===== config.mk =====
export PLATFORM = sky130hd
export DESIGN_NAME = frac_baud_gen
export DESIGN_NICKNAME = d
export VERILOG_FILES = /design/src/rtl/fbg_pkg.sv /design/src/rtl/fbg_shadow.sv /design/src/rtl/fbg_dither.sv /design/src/rtl/fbg_counter.sv /design/src/rtl/frac_baud_gen.sv
export SDC_FILE = /design/constraint.sdc
export NUM_CORES = 1
export LEC_CHECK = 0
export CORE_MARGIN = 4
export CORE_UTILIZATION = 30
export DETAILED_ROUTE_END_ITERATION = 16
export PLACE_DENSITY = 0.46
export SYNTH_ARGS = -nofsm -noshare
export SYNTH_HDL_FRONTEND = slang
export SYNTH_HIERARCHICAL = 1
export SYNTH_SLANG_ARGS = --single-unit

===== constraint.sdc =====
create_clock -name clk -period 3.7 [get_ports clk]
set_input_delay 0.37 -clock clk [delete_from_list [all_inputs] [get_ports clk]]
set_output_delay 0.37 -clock clk [all_outputs]
set_load 0.01 [all_outputs]

===== src/rtl/fbg_pkg.sv =====
package fbg_pkg;
  // Classification of a divisor write.
  typedef enum logic [1:0] {
    WR_PLAIN = 2'd0,  // used as written
    WR_TOP   = 2'd1,  // whole field 0 -> maximum count
    WR_CLAMP = 2'd2   // forbidden 1 < d < 2 -> forced to 2.0
  } wr_kind_e;
endpackage


===== src/rtl/fbg_shadow.sv =====
module fbg_shadow
  import fbg_pkg::*;
#(
  parameter int INT_W    = 14,
  parameter int FRAC_W   = 3,
  parameter int DEF_INT  = 26,
  parameter int DEF_FRAC = 0,
  localparam int CNT_W   = INT_W + 1
) (
  input  logic              clk,
  input  logic              rst,
  input  logic              wr_en,
  input  logic [INT_W-1:0]  wr_int,
  input  logic [FRAC_W-1:0] wr_frac,
  input  logic              take,
  output logic [CNT_W-1:0]  sel_int,
  output logic [FRAC_W-1:0] sel_frac,
  output logic              fresh,
  output logic [CNT_W-1:0]  act_int,
  output logic [FRAC_W-1:0] act_frac,
  output logic              err
);
  localparam int TOP_CNT = 2 ** INT_W;
  localparam logic [CNT_W-1:0] DEF_DEC =
    (DEF_INT == 0) ? CNT_W'(TOP_CNT) : CNT_W'(DEF_INT);

  wr_kind_e           kind;
  logic [CNT_W-1:0]   dec_int;
  logic [FRAC_W-1:0]  dec_frac;
  logic [CNT_W-1:0]   pend_int;
  logic [FRAC_W-1:0]  pend_frac;
  logic               pend_vld;
  logic               err_q;

  always_comb begin
    kind     = WR_PLAIN;
    dec_int  = {1'b0, wr_int};
    dec_frac = wr_frac;
    if (wr_int == '0) begin
      kind    = WR_TOP;
      dec_int = CNT_W'(TOP_CNT);
    end else if (wr_int == INT_W'(1) && wr_frac != '0) begin
      kind     = WR_CLAMP;
      dec_int  = CNT_W'(2);
      dec_frac = '0;
    end
  end

  always_ff @(posedge clk) begin
    if (rst) begin
      pend_int  <= '0;
      pend_frac <= '0;
      pend_vld  <= 1'b0;
      act_int   <= DEF_DEC;
      act_frac  <= FRAC_W'(DEF_FRAC);
      err_q     <= 1'b0;
    end else begin
      if (take && pend_vld) begin
        act_int  <= pend_int;
        act_frac <= pend_frac;
        pend_vld <= 1'b0;
      end
      if (wr_en) begin
        pend_int  <= dec_int;
        pend_frac <= dec_frac;
        pend_vld  <= 1'b1;
        err_q     <= (kind == WR_CLAMP);
      end
    end
  end

  assign sel_int  = pend_vld ? pend_int  : act_int;
  assign sel_frac = pend_vld ? pend_frac : act_frac;
  assign fresh    = pend_vld;
  assign err      = err_q;

  // a forbidden divisor raises the flag on the next cycle
  assert_clamp_flag_R6: assert property (@(posedge clk) disable iff (rst)
    (wr_en && wr_int == INT_W'(1) && wr_frac != '0) |=> err);

  // the active divisor moves only on a period boundary
  assert_hold_until_boundary_R7: assert property (@(posedge clk) disable iff (rst)
    !take |=> ($stable(act_int) && $stable(act_frac)));
endmodule


===== src/rtl/fbg_dither.sv =====
module fbg_dither #(
  parameter int FRAC_W   = 3,
  parameter int DEF_FRAC = 0
) (
  input  logic              clk,
  input  logic              rst,
  input  logic              take,
  input  logic              fresh,
  input  logic [FRAC_W-1:0] sel_frac,
  output logic              stretch
);
  logic [FRAC_W-1:0] acc;
  logic [FRAC_W-1:0] base;
  logic [FRAC_W:0]   sum;

  assign base    = fresh ? '0 : acc;
  assign sum     = {1'b0, base} + {1'b0, sel_frac};
  assign stretch = sum[FRAC_W];

  // Reset behaves like a load whose first period has just been planned.
  always_ff @(posedge clk) begin
    if (rst)       acc <= FRAC_W'(DEF_FRAC);
    else if (take) acc <= sum[FRAC_W-1:0];
  end

  // the first period planned after a load is never stretched
  assert_first_plain_R3: assert property (@(posedge clk) disable iff (rst)
    (take && fresh) |-> !stretch);

  // a zero fraction never stretches a period
  assert_no_frac_no_stretch_R2: assert property (@(posedge clk) disable iff (rst)
    (sel_frac == '0) |-> !stretch);
endmodule


===== src/rtl/fbg_counter.sv =====
module fbg_counter #(
  parameter int CNT_W = 15,
  parameter int RST_LEN = 26
) (
  input  logic             clk,
  input  logic             rst,
  input  logic [CNT_W-1:0] sel_int,
  input  logic             stretch,
  output logic             take,
  output logic             tick
);
  logic [CNT_W-1:0] cnt;
  logic [CNT_W-1:0] cur_len;
  logic             tick_q;

  assign take = (cnt == CNT_W'(1));

  always_ff @(posedge clk) begin
    if (rst) begin
      cnt     <= CNT_W'(RST_LEN);
      cur_len <= CNT_W'(RST_LEN);
      tick_q  <= 1'b0;
    end else begin
      tick_q <= take;
      if (take) begin
        cnt     <= sel_int + CNT_W'(stretch);
        cur_len <= sel_int + CNT_W'(stretch);
      end else begin
        cnt <= cnt - CNT_W'(1);
      end
    end
  end

  assign tick = tick_q;

  // the remaining count stays inside the period that was planned
  assert_count_in_period_R1: assert property (@(posedge clk) disable iff (rst)
    (cnt != '0) && (cnt <= cur_len));
endmodule


===== src/rtl/frac_baud_gen.sv =====
module frac_baud_gen #(
  parameter int INT_W    = 14,
  parameter int FRAC_W   = 3,
  parameter int DEF_INT  = 26,
  parameter int DEF_FRAC = 0
) (
  input  logic              clk,
  input  logic              rst,
  input  logic              div_wr,
  input  logic [INT_W-1:0]  div_int,
  input  logic [FRAC_W-1:0] div_frac,
  output logic              tick,
  output logic              clamp_err
);
  localparam int CNT_W   = INT_W + 1;
  localparam int RST_LEN = (DEF_INT == 0) ? 2 ** INT_W : DEF_INT;

  logic [CNT_W-1:0]  sel_int;
  logic [FRAC_W-1:0] sel_frac;
  logic              fresh;
  logic              take;
  logic              stretch;
  logic [CNT_W-1:0]  act_int;
  logic [FRAC_W-1:0] act_frac;

  fbg_shadow #(
    .INT_W(INT_W), .FRAC_W(FRAC_W), .DEF_INT(DEF_INT), .DEF_FRAC(DEF_FRAC)
  ) u_shadow (
    .clk(clk), .rst(rst), .wr_en(div_wr), .wr_int(div_int), .wr_frac(div_frac),
    .take(take), .sel_int(sel_int), .sel_frac(sel_frac), .fresh(fresh),
    .act_int(act_int), .act_frac(act_frac), .err(clamp_err)
  );

  fbg_dither #(.FRAC_W(FRAC_W), .DEF_FRAC(DEF_FRAC)) u_dither (
    .clk(clk), .rst(rst), .take(take), .fresh(fresh),
    .sel_frac(sel_frac), .stretch(stretch)
  );

  fbg_counter #(.CNT_W(CNT_W), .RST_LEN(RST_LEN)) u_counter (
    .clk(clk), .rst(rst), .sel_int(sel_int), .stretch(stretch),
    .take(take), .tick(tick)
  );

  // a whole part of 1 is only ever active with a zero fraction
  assert_top_rate_clean_R6: assert property (@(posedge clk) disable iff (rst)
    (act_int == CNT_W'(1)) |-> (act_frac == '0));

  // the top rate keeps the tick asserted on back-to-back cycles
  assert_top_rate_ticks_R5: assert property (@(posedge clk) disable iff (rst)
    (take && !fresh && act_int == CNT_W'(1) && tick) |=> tick);
endmodule


; ---- After elaboration in Yosys (flattened, before gate mapping)
; Index checks and enable logic that the tools add are counted.
[totals]
input_bits = 20
word_cells = 32
register_bits = 57
out_inout_bits = 2
[classes]
n_reduce_logical = 5
mux = 12
add_sub_neg = 3
n_eq_ne = 3
[op_table]
columns = cell, n
row1 = $mux 15, 3
row2 = $add 15x1->15, 1
row3 = $eq 15x1->1 const B, 1
row4 = $sub 15x1->15 const B, 1
row5 = $eq 14x1->1 const B, 1
row6 = $logic_not 14->1, 1
row7 = $mux 14, 1
row8 = $mux 3, 4
row9 = $add 3x3->4, 1
row10 = $mux 2, 2
row11 = $reduce_bool 3->1, 1
row12 = $eq 2x2->1 const B, 1
row13 = $logic_and 1x1->1, 2
row14 = $mux 1, 2
row15 = $reduce_bool 2->1, 1

; ---- Longest topological paths before layout
; Gate-level depths: netlist of run 1.
[depth]
ltp_word = 5
mapped_depth = 12
ltp_nobuf = 11

; ---- By module
; The synthesis of run 1 kept the hierarchy.
[by_module_without_submodules]
columns = module, instances, area_per_inst_um2, seq_area_each_um2, cells_each
row1 = fbg_shadow, 1, 1657.8, 760.7, 185
row2 = fbg_counter, 1, 1124.8, 320.3, 132
row3 = fbg_dither, 1, 215.2, 60.1, 23

; ---- Least setup slack after synthesis of run 1
; No wires, ideal clock.
[synth_timing]
path_type = register to register
from = register u_shadow.pend_vld, in the netlist u_shadow/fresh
to = register u_counter.cnt[13]
n_path_buf = 3
path_stages_with_launch = 13
setup_slack_ns = 0.853
setup_time_ns = 0.112
synth_period_minus_slack_ns = 2.847
arrival_time_ns = 2.735
required_time_ns = 3.588
cell_sequence = dfxtp_1 -> buf_2 -> buf_4 -> mux2_2 -> ha_1 -> a21o_1 -> a21o_1 -> ha_1 -> and4_1 -> clkbuf_1 -> nand4_1 -> xor2_1 -> a2111oi_1
[synth_between]
elab_chain_len = 4
word_cells_on_any_way = 6
cone_classes = add/sub: 2 / mux: 4
[synth_rtl]
columns = element, line
row1 = start: declaration, fbg_shadow.sv:32  ; logic pend_vld;
row2 = start signal: assignment, fbg_shadow.sv:53  ; pend_vld <= 1'b0;
row3 = start signal: assignment, fbg_shadow.sv:61  ; pend_vld <= 1'b0;
row4 = start signal: assignment, fbg_shadow.sv:66  ; pend_vld <= 1'b1;
row5 = $mux 3, fbg_shadow.sv:73  ; assign sel_frac = pend_vld ? pend_frac : act_frac;
row6 = named net sel_frac[1], frac_baud_gen.sv:19  ; logic [FRAC_W-1:0] sel_frac;
row7 = $add 3x3->4, fbg_dither.sv:17  ; assign sum = {1'b0, base} + {1'b0, sel_frac};
row8 = named net stretch, frac_baud_gen.sv:22  ; logic stretch;
row9 = $add 15x1->15, fbg_counter.sv:26  ; cnt <= sel_int + CNT_W'(stretch);
row10 = $mux 15, fbg_counter.sv:25  ; if (take) begin
row11 = end signal: assignment, fbg_counter.sv:20  ; cnt <= CNT_W'(RST_LEN);
row12 = end signal: assignment, fbg_counter.sv:26
row13 = end signal: assignment, fbg_counter.sv:29  ; cnt <= cnt - CNT_W'(1);
row14 = end: declaration, fbg_counter.sv:12  ; logic [CNT_W-1:0] cnt;
; The timed path passes the listed nets, and every way through them passes these cells.
; A chain may end at the register's enable or synchronous reset.

; ---- Final worst setup path of run 1
[layout_timing]
from = register u_shadow.pend_vld, in the netlist u_shadow/fresh
to = register u_counter.cnt[6]
[layout_between]
elab_chain_len = 4
word_cells_on_any_way = 6
cone_classes = add/sub: 2 / mux: 4
[layout_rtl]
columns = element, line
row1 = "$mux 3, on equally long branches", "fbg_dither.sv:16, fbg_shadow.sv:73"
row2 = $add 3x3->4 *, fbg_dither.sv:17
row3 = named net stretch, frac_baud_gen.sv:22
row4 = $add 15x1->15 *, fbg_counter.sv:26
row5 = $mux 15 *, fbg_counter.sv:25
; The timed path passes the listed nets; every way through them passes the cells marked *.

==> run_results.csv, run 1 <==
group,metric,value,unit
run_status,status,"finished, final reports clean",
finish,diodes,0,
clock_tree,cts_buffers,9,
setup_path,criticalPathCategory,"reg -> reg",
power_and_ir_drop,max-vdd-ir-drop,0.179,mV
detailed_routing,wirelength,7.09,mm
grt,grt_pass1_wl,12.0,mm
clock_tree,cts.sinks,57,
yosys,synth-edff-count,0,
clock_tree,cts.path.max_buffers,2,
grt,grt_use_total,0.132,
power_and_ir_drop,leakage,1.28,nW
detailed_routing,ant_nets,0,
finish,area_delta_synth_final,16.6,%
detailed_routing,dr_total_vias,2414,
floorplan,start_util,0.307,
setup_path,startpoint_type,"register",
sta,final.period_utilization,0.775,
sta,finalHoldViolations,0,
floorplan,dieArea,11700,µm²
power_and_ir_drop,powerDensity,372,nW/µm²
grt,grt_pass1_vias,2388,
yosys,ys_ff_latch,57,
clock_tree,cts-root-buf,"clkbuf_8",
yosys,synthArstFlopShare,0,
sta,worstMarginPinSlew,0.685,ns
yosys,synth_common_cells,"dfxtp_1, nand2_1, nor2_1",
clock_tree,cts_setup_buffers,0,
floorplan,fp-row-count,36,
yosys,ys.flop_type,"dfxtp_1",
setup_path,critPathMaxFanout,21,
sta,slew_viol_final,0,
yosys,synth_seq_area_share,0.381,
yosys,synth_cell_types,49,
sta,fin_skew,0.0111,ns
finish,drive_gt1_frac,0.129,
sta,rsz0062_at_grt,"false",
detailed_routing,wl_per_cell,14.3,µm
yosys,yosysWarnings,6,
clock_tree,ctsHoldBuffers,0,
grt,grt_overflow,0,
clock_tree,cts_tree,"done",
power_and_ir_drop,power,1.30,mW
sta,setup_viol,0,
grt,antenna_found_initial,0,
placement,portBuffers,21,
yosys,synthTopCellsByArea,"dfxtp_1, mux2_2, nand2_1",
sta,period_needed,2.87,ns
sta,tns,0,ns
yosys,syn-cell-area,3000,µm²
run,maxCapViolCount,0,
yosys,synth.largest_area_cell,"dfxtp_1",
floorplan,die_height,108,µm
setup_path,cp.arrival,3.11,ns
placement,routabilityCongestion,0.852,
setup_path,cp.required,3.95,ns
detailed_routing,dr.pass1.iters,4,
clock_tree,ctsResizeCount,0,
placement,dp_hpwl,5.03,mm
detailed_routing,vias_per_cell,4.86,
yosys,avgSynthCellArea,8.82,µm²
detailed_routing,drcViolationCount,0,
floorplan,io-pin-count,22,
clock_tree,htree_levels,3,
detailed_routing,first_iter_violations,80,
clock_tree,worstSkewPairLatency,0.34,ns
worst_hold_path,hold_path_class,"reg -> reg",
sta,fmax,0.349,GHz
grt,grt_max_degree,38,
clock_tree,clk_pin_slew_worst_paths,0.08,ns
yosys,yosysMostFrequentCell,"dfxtp_1",
setup_path,end_kind,"register",
yosys,syn_nets,368,
setup_path,r2r_slack,0.83,ns
sta,relSlewSlack,0.543,
floorplan,die_x,108,µm
finish,layout.nets,387,
yosys,synth_cells,340,
floorplan,core,9770,µm²
yosys,synth_top_area_frac,0.381,
## worst max-delay path, cell delays in order, from the launching register on
cell and delay (ns):
dfxtp_1 0.39, buf_4 0.30, nand2b_1 0.19, inv_1 0.06, ha_1 0.26, a21o_1 0.15, a21o_1 0.18, ha_1 0.21
ha_1 0.24, and4_1 0.27, a21boi_0 0.21, nor4_1 0.09, a211oi_1 0.22
## area by class of cell
cell class | count | area [µm²]
multi-input combinational | 256 | 1730
sequential | 57 | 1140
fill | 1019 | 6280
inverter | 10 | 37.5
clock buffer | 9 | 124
tap | 133 | 166
timing repair buffer | 25 | 240
clock inverter | 7 | 53.8
## power breakdown
group | switching, mW | internal, mW | total [mW] | leakage, nW
Sequential | 0.0187 | 0.632 | 0.651 | 0.464
Clock | 0.279 | 0.247 | 0.526 | 0.0822
Combinational | 0.0636 | 0.0617 | 0.125 | 0.729
Total | 0.362 | 0.940 | 1.30 | 1.28
## flip-flops by register name, indices dropped and copies added (netlist names)
register and cells:
u_dither/acc 3, u_shadow/pend_frac 3, u_shadow/pend_int 15, u_shadow/err 1, u_counter/tick 1, u_counter/cnt 15
u_shadow/act_int 15, u_shadow/act_frac 3, u_shadow/fresh 1
## cells in the final DEF (no fill, tap or decap), types with 2 or more instances in the layout
cell             synthesis  layout
xnor2_1                  4       4
buf_4                    4       4
nand2_1                 46      46
nand4b_1                 2       2
nor3b_1                  2       2
a21oi_1                 22      22
clkinvlp_4               0       3
a21o_1                   3       3
ha_1                     7       7
mux2_2                  18      18
and4_1                   5       5
inv_6                    0       2
o211ai_1                 4       4
nand3b_1                 4       4
clkdlybuf4s50_1          0      21
inv_1                   10      10
and2_1                   4       4
nand4_1                  9       9
o21ai_0                  4       4
dfxtp_1                 57      57
mux2i_1                 13      13
nand3_1                  8       8
a211oi_1                 6       6
nor3_1                   6       6
o21a_1                   2       2
xor2_1                  17      17
o22ai_1                 11      11
nor2b_1                  8       8
a31oi_1                  2       2
nor2_1                  23      23
nor4_1                   5       5
nor4_2                   2       2
nand2b_1                 3       3
clkbuf_8                 0       9
## per-stage QoR
step	hold WS (ns)	std cells	util	worst slack, ns	instance area, µm²
finish	0.453	497	0.358	0.834	3500
detailed placement	0.446	481	0.339	0.817	3320
global route	0.475	497	0.358	0.580	3500
floorplan	0.433	340	-	0.853	3000
CTS	0.457	497	0.358	0.800	3500
global placement	0.440	481	0.339	0.821	3320
## worst paths after layout
check,cells past startpoint,end,startpoint
setup / recovery,12,u_counter/cnt[6]$_SDFF_PP0_,u_shadow/fresh$_SDFFE_PP0P_
setup reg to reg,12,u_counter/cnt[6]$_SDFF_PP0_,u_shadow/fresh$_SDFFE_PP0P_
hold reg to reg,2,u_shadow/act_int[10]$_SDFFE_PP0P_,u_shadow/act_int[10]$_SDFFE_PP0P_
hold / removal,2,u_shadow/act_int[10]$_SDFFE_PP0P_,u_shadow/act_int[10]$_SDFFE_PP0P_
## cell families (layout without fill, tap and decap cells)
group	count (synthesis)	count (layout)	synth area share
AND/OR/NAND/NOR	135	135	0.239
AO/OA/AOI/OAI	61	61	0.131
flip-flops	57	57	0.381
multiplexers	31	31	0.111
buffers and inverters	27	51	0.0413
XOR/XNOR	21	21	0.0614
adder cells (fa/ha/maj)	8	8	0.0359
## routing by layer
layer	up-vias	wire length [µm]	GRT usage
li1	1260	-	-
met1	1113	3540	0.182
met2	33	3210	0.202
met3	8	222	0.0233
met4	0	115	0.0568
met5	-	0	0
No activity file was read; power rests on OpenSTA's default activity.
==> run 2, diff against run 1 <==
- PLACE_DENSITY: 0.46 -> 0.48
- clock period: 3.7 -> 2.6 ns (I/O delays scaled with it)
==> run 2 against run 1 <==
Net effect:
- cell count grew 0.80%
- sequential share of layout area shrank 0.82 points
- combinational power grew 42%
- die area is the same
- utilization grew 1.0 points
- critical path depth shrank 2
- setup slack lost 0.69 ns
- largest power group is now the clock network
- via count grew 2.8%
- cell area grew 2.9%
- critical endpoint unchanged
- clock power grew 81%
==> run_results.csv, run 2 (synthesized netlist as in run 1, its figures left out) <==
group,metric,value,unit
finish,top_regs,"u_counter/cnt (15), u_shadow/act_int (15), u_shadow/pend_int (15)",
sta,relSlewSlack,0.672,
grt,grt_max_degree,26,
clock_tree,cts.sinks,57,
detailed_routing,drcViolationCount,0,
grt,antenna_found_initial,0,
floorplan,dieArea,11700,µm²
power_and_ir_drop,max-vdd-ir-drop,0.282,mV
placement,routabilityCongestion,0.797,
detailed_routing,ant_nets,0,
finish,layout.nets,391,
grt,grt_pass1_wl,12.1,mm
floorplan,die_x,108,µm
finish,most-common-layout-cells,"dfxtp_1, nand2_1, nor2_1",
setup_path,rr_startpoint,"u_shadow/fresh$_SDFFE_PP0P_",
grt,grt_pass1_vias,2405,
worst_hold_path,hold_path_class,"reg -> reg",
sta,setup_viol,0,
setup_path,cp.required,2.85,ns
sta,rsz0062_at_grt,"false",
sta,holdWs,0.455,ns
floorplan,die_height,108,µm
worst_hold_path,worstHoldEndpoint,"u_shadow/act_int[7]$_SDFFE_PP0P_",
clock_tree,cts_setup_buffers,0,
clock_tree,htree_levels,3,
clock_tree,clk_pin_slew_worst_paths,0.07,ns
placement,portBuffers,21,
grt,grt_use_total,0.131,
setup_path,cp.arrival,2.70,ns
sta,tns,0,ns
setup_path,end_kind,"register",
finish,drive_gt1_frac,0.155,
sta,final.period_utilization,0.945,
detailed_routing,dr.pass1.iters,4,
floorplan,fp-row-count,36,
finish,diodes,0,
sta,worstMarginPinSlew,0.491,ns
sta,finalHoldViolations,0,
power_and_ir_drop,leakage,1.32,nW
detailed_routing,vias_per_cell,4.95,
placement,dp_hpwl,5.22,mm
sta,fmax,0.407,GHz
clock_tree,cts_tree,"done",
sta,period_needed,2.46,ns
floorplan,io-pin-count,22,
setup_path,r2r_cells,10,
worst_hold_path,holdPathStages,2,
setup_path,r2r-end,"u_counter/cnt[6]$_SDFF_PP0_",
setup_path,r2r_slack,0.14,ns
detailed_routing,wirelength,7.17,mm
power_and_ir_drop,powerDensity,572,nW/µm²
setup_path,criticalPathCategory,"reg -> reg",
detailed_routing,first_iter_violations,64,
floorplan,start_util,0.307,
finish,area_delta_synth_final,20.0,%
finish,final_common_cell,"dfxtp_1",
setup_path,startpoint_type,"register",
run_status,status,"finished, final reports clean",
clock_tree,cts_buffers,9,
worst_hold_path,worstHoldStart,"u_shadow/act_int[7]$_SDFFE_PP0P_",
floorplan,core,9770,µm²
sta,slew_viol_final,0,
detailed_routing,dr_total_vias,2481,
clock_tree,cts.path.max_buffers,2,
setup_path,critPathMaxFanout,5,
finish,finish.utilization,0.368,
detailed_routing,wl_per_cell,14.3,µm
grt,grt_overflow,0,
clock_tree,cts-root-buf,"clkbuf_8",
clock_tree,worstSkewPairLatency,0.34,ns
run,maxCapViolCount,0,
sta,fin_skew,0.00958,ns
run 2: cell types whose count changed in the layout (fill, tap and decap cells not counted), moves of 2 or more:
cell | before | now
bufinv_16 | 0 | 2
buf_4 | 4 | 7
and4_2 | 0 | 2
and4_1 | 5 | 3
ha_1 | 7 | 5
ha_2 | 0 | 2
run 2: worst max-delay path by stage:
stage	start	end	slack (ns)	cells after the start
floorplan	u_shadow/fresh$_SDFFE_PP0P_	u_counter/cnt[13]$_SDFF_PP0_	0.03	12
global placement	u_shadow/fresh$_SDFFE_PP0P_	u_counter/cnt[6]$_SDFF_PP0_	0.18	10
detailed placement	u_shadow/fresh$_SDFFE_PP0P_	u_counter/cnt[6]$_SDFF_PP0_	0.16	10
CTS	u_shadow/fresh$_SDFFE_PP0P_	u_counter/cnt[6]$_SDFF_PP0_	0.13	10
global route	u_shadow/fresh$_SDFFE_PP0P_	u_counter/cnt[6]$_SDFF_PP0_	0.008	10
finish	u_shadow/fresh$_SDFFE_PP0P_	u_counter/cnt[6]$_SDFF_PP0_	0.14	10
run 2: routing by layer:
layer	vias up	GRT usage	wire [µm]
met5	-	0	0
met4	0	0.0568	121
met3	7	0.0293	204
met2	29	0.212	3400
met1	1180	0.167	3440
li1	1265	-	-
run 2: area by class of cell:
class	instances	area (µm²)
clock buffer	9	124
clock inverter	7	101
fill	1037	6180
inverter	10	37.5
multi-input combinational	256	1750
sequential	57	1140
tap	133	166
timing repair buffer	29	274
run 2: report_power, final:
group	internal, mW	switching (mW)	total (mW)
clock network	0.547	0.403	0.951
registers	0.899	0.0281	0.927
logic	0.0898	0.0883	0.178
total	1.54	0.520	2.06
run 2: what timing repair did:
item / in CTS / in global routing
hold buffers: 0 / 0
endpoints found under the setup margin: 0 / 2
resized for setup: 0 / 5
run 2: worst max-delay path, cell delays in order, from the launching register on:
cell      delay, ns
dfxtp_4        0.38
mux2_4         0.31
ha_1           0.29
a21o_1         0.16
a21o_1         0.17
ha_2           0.19
ha_2           0.20
and4_2         0.28
a21boi_1       0.15
nor4_1         0.06
a211oi_1       0.20
run 2: per-stage QoR:
stage	area, µm²	std cells	setup WS [ns]	power [mW]
2_1_floorplan	3020	340	0.0329	1.06
3_3_place_gp	3360	485	0.183	1.12
3_5_place_dp	3360	485	0.156	1.13
4_1_cts	3580	501	0.130	2.09
5_1_grt	3600	501	0.00828	2.15
6_report	3600	501	0.142	2.06
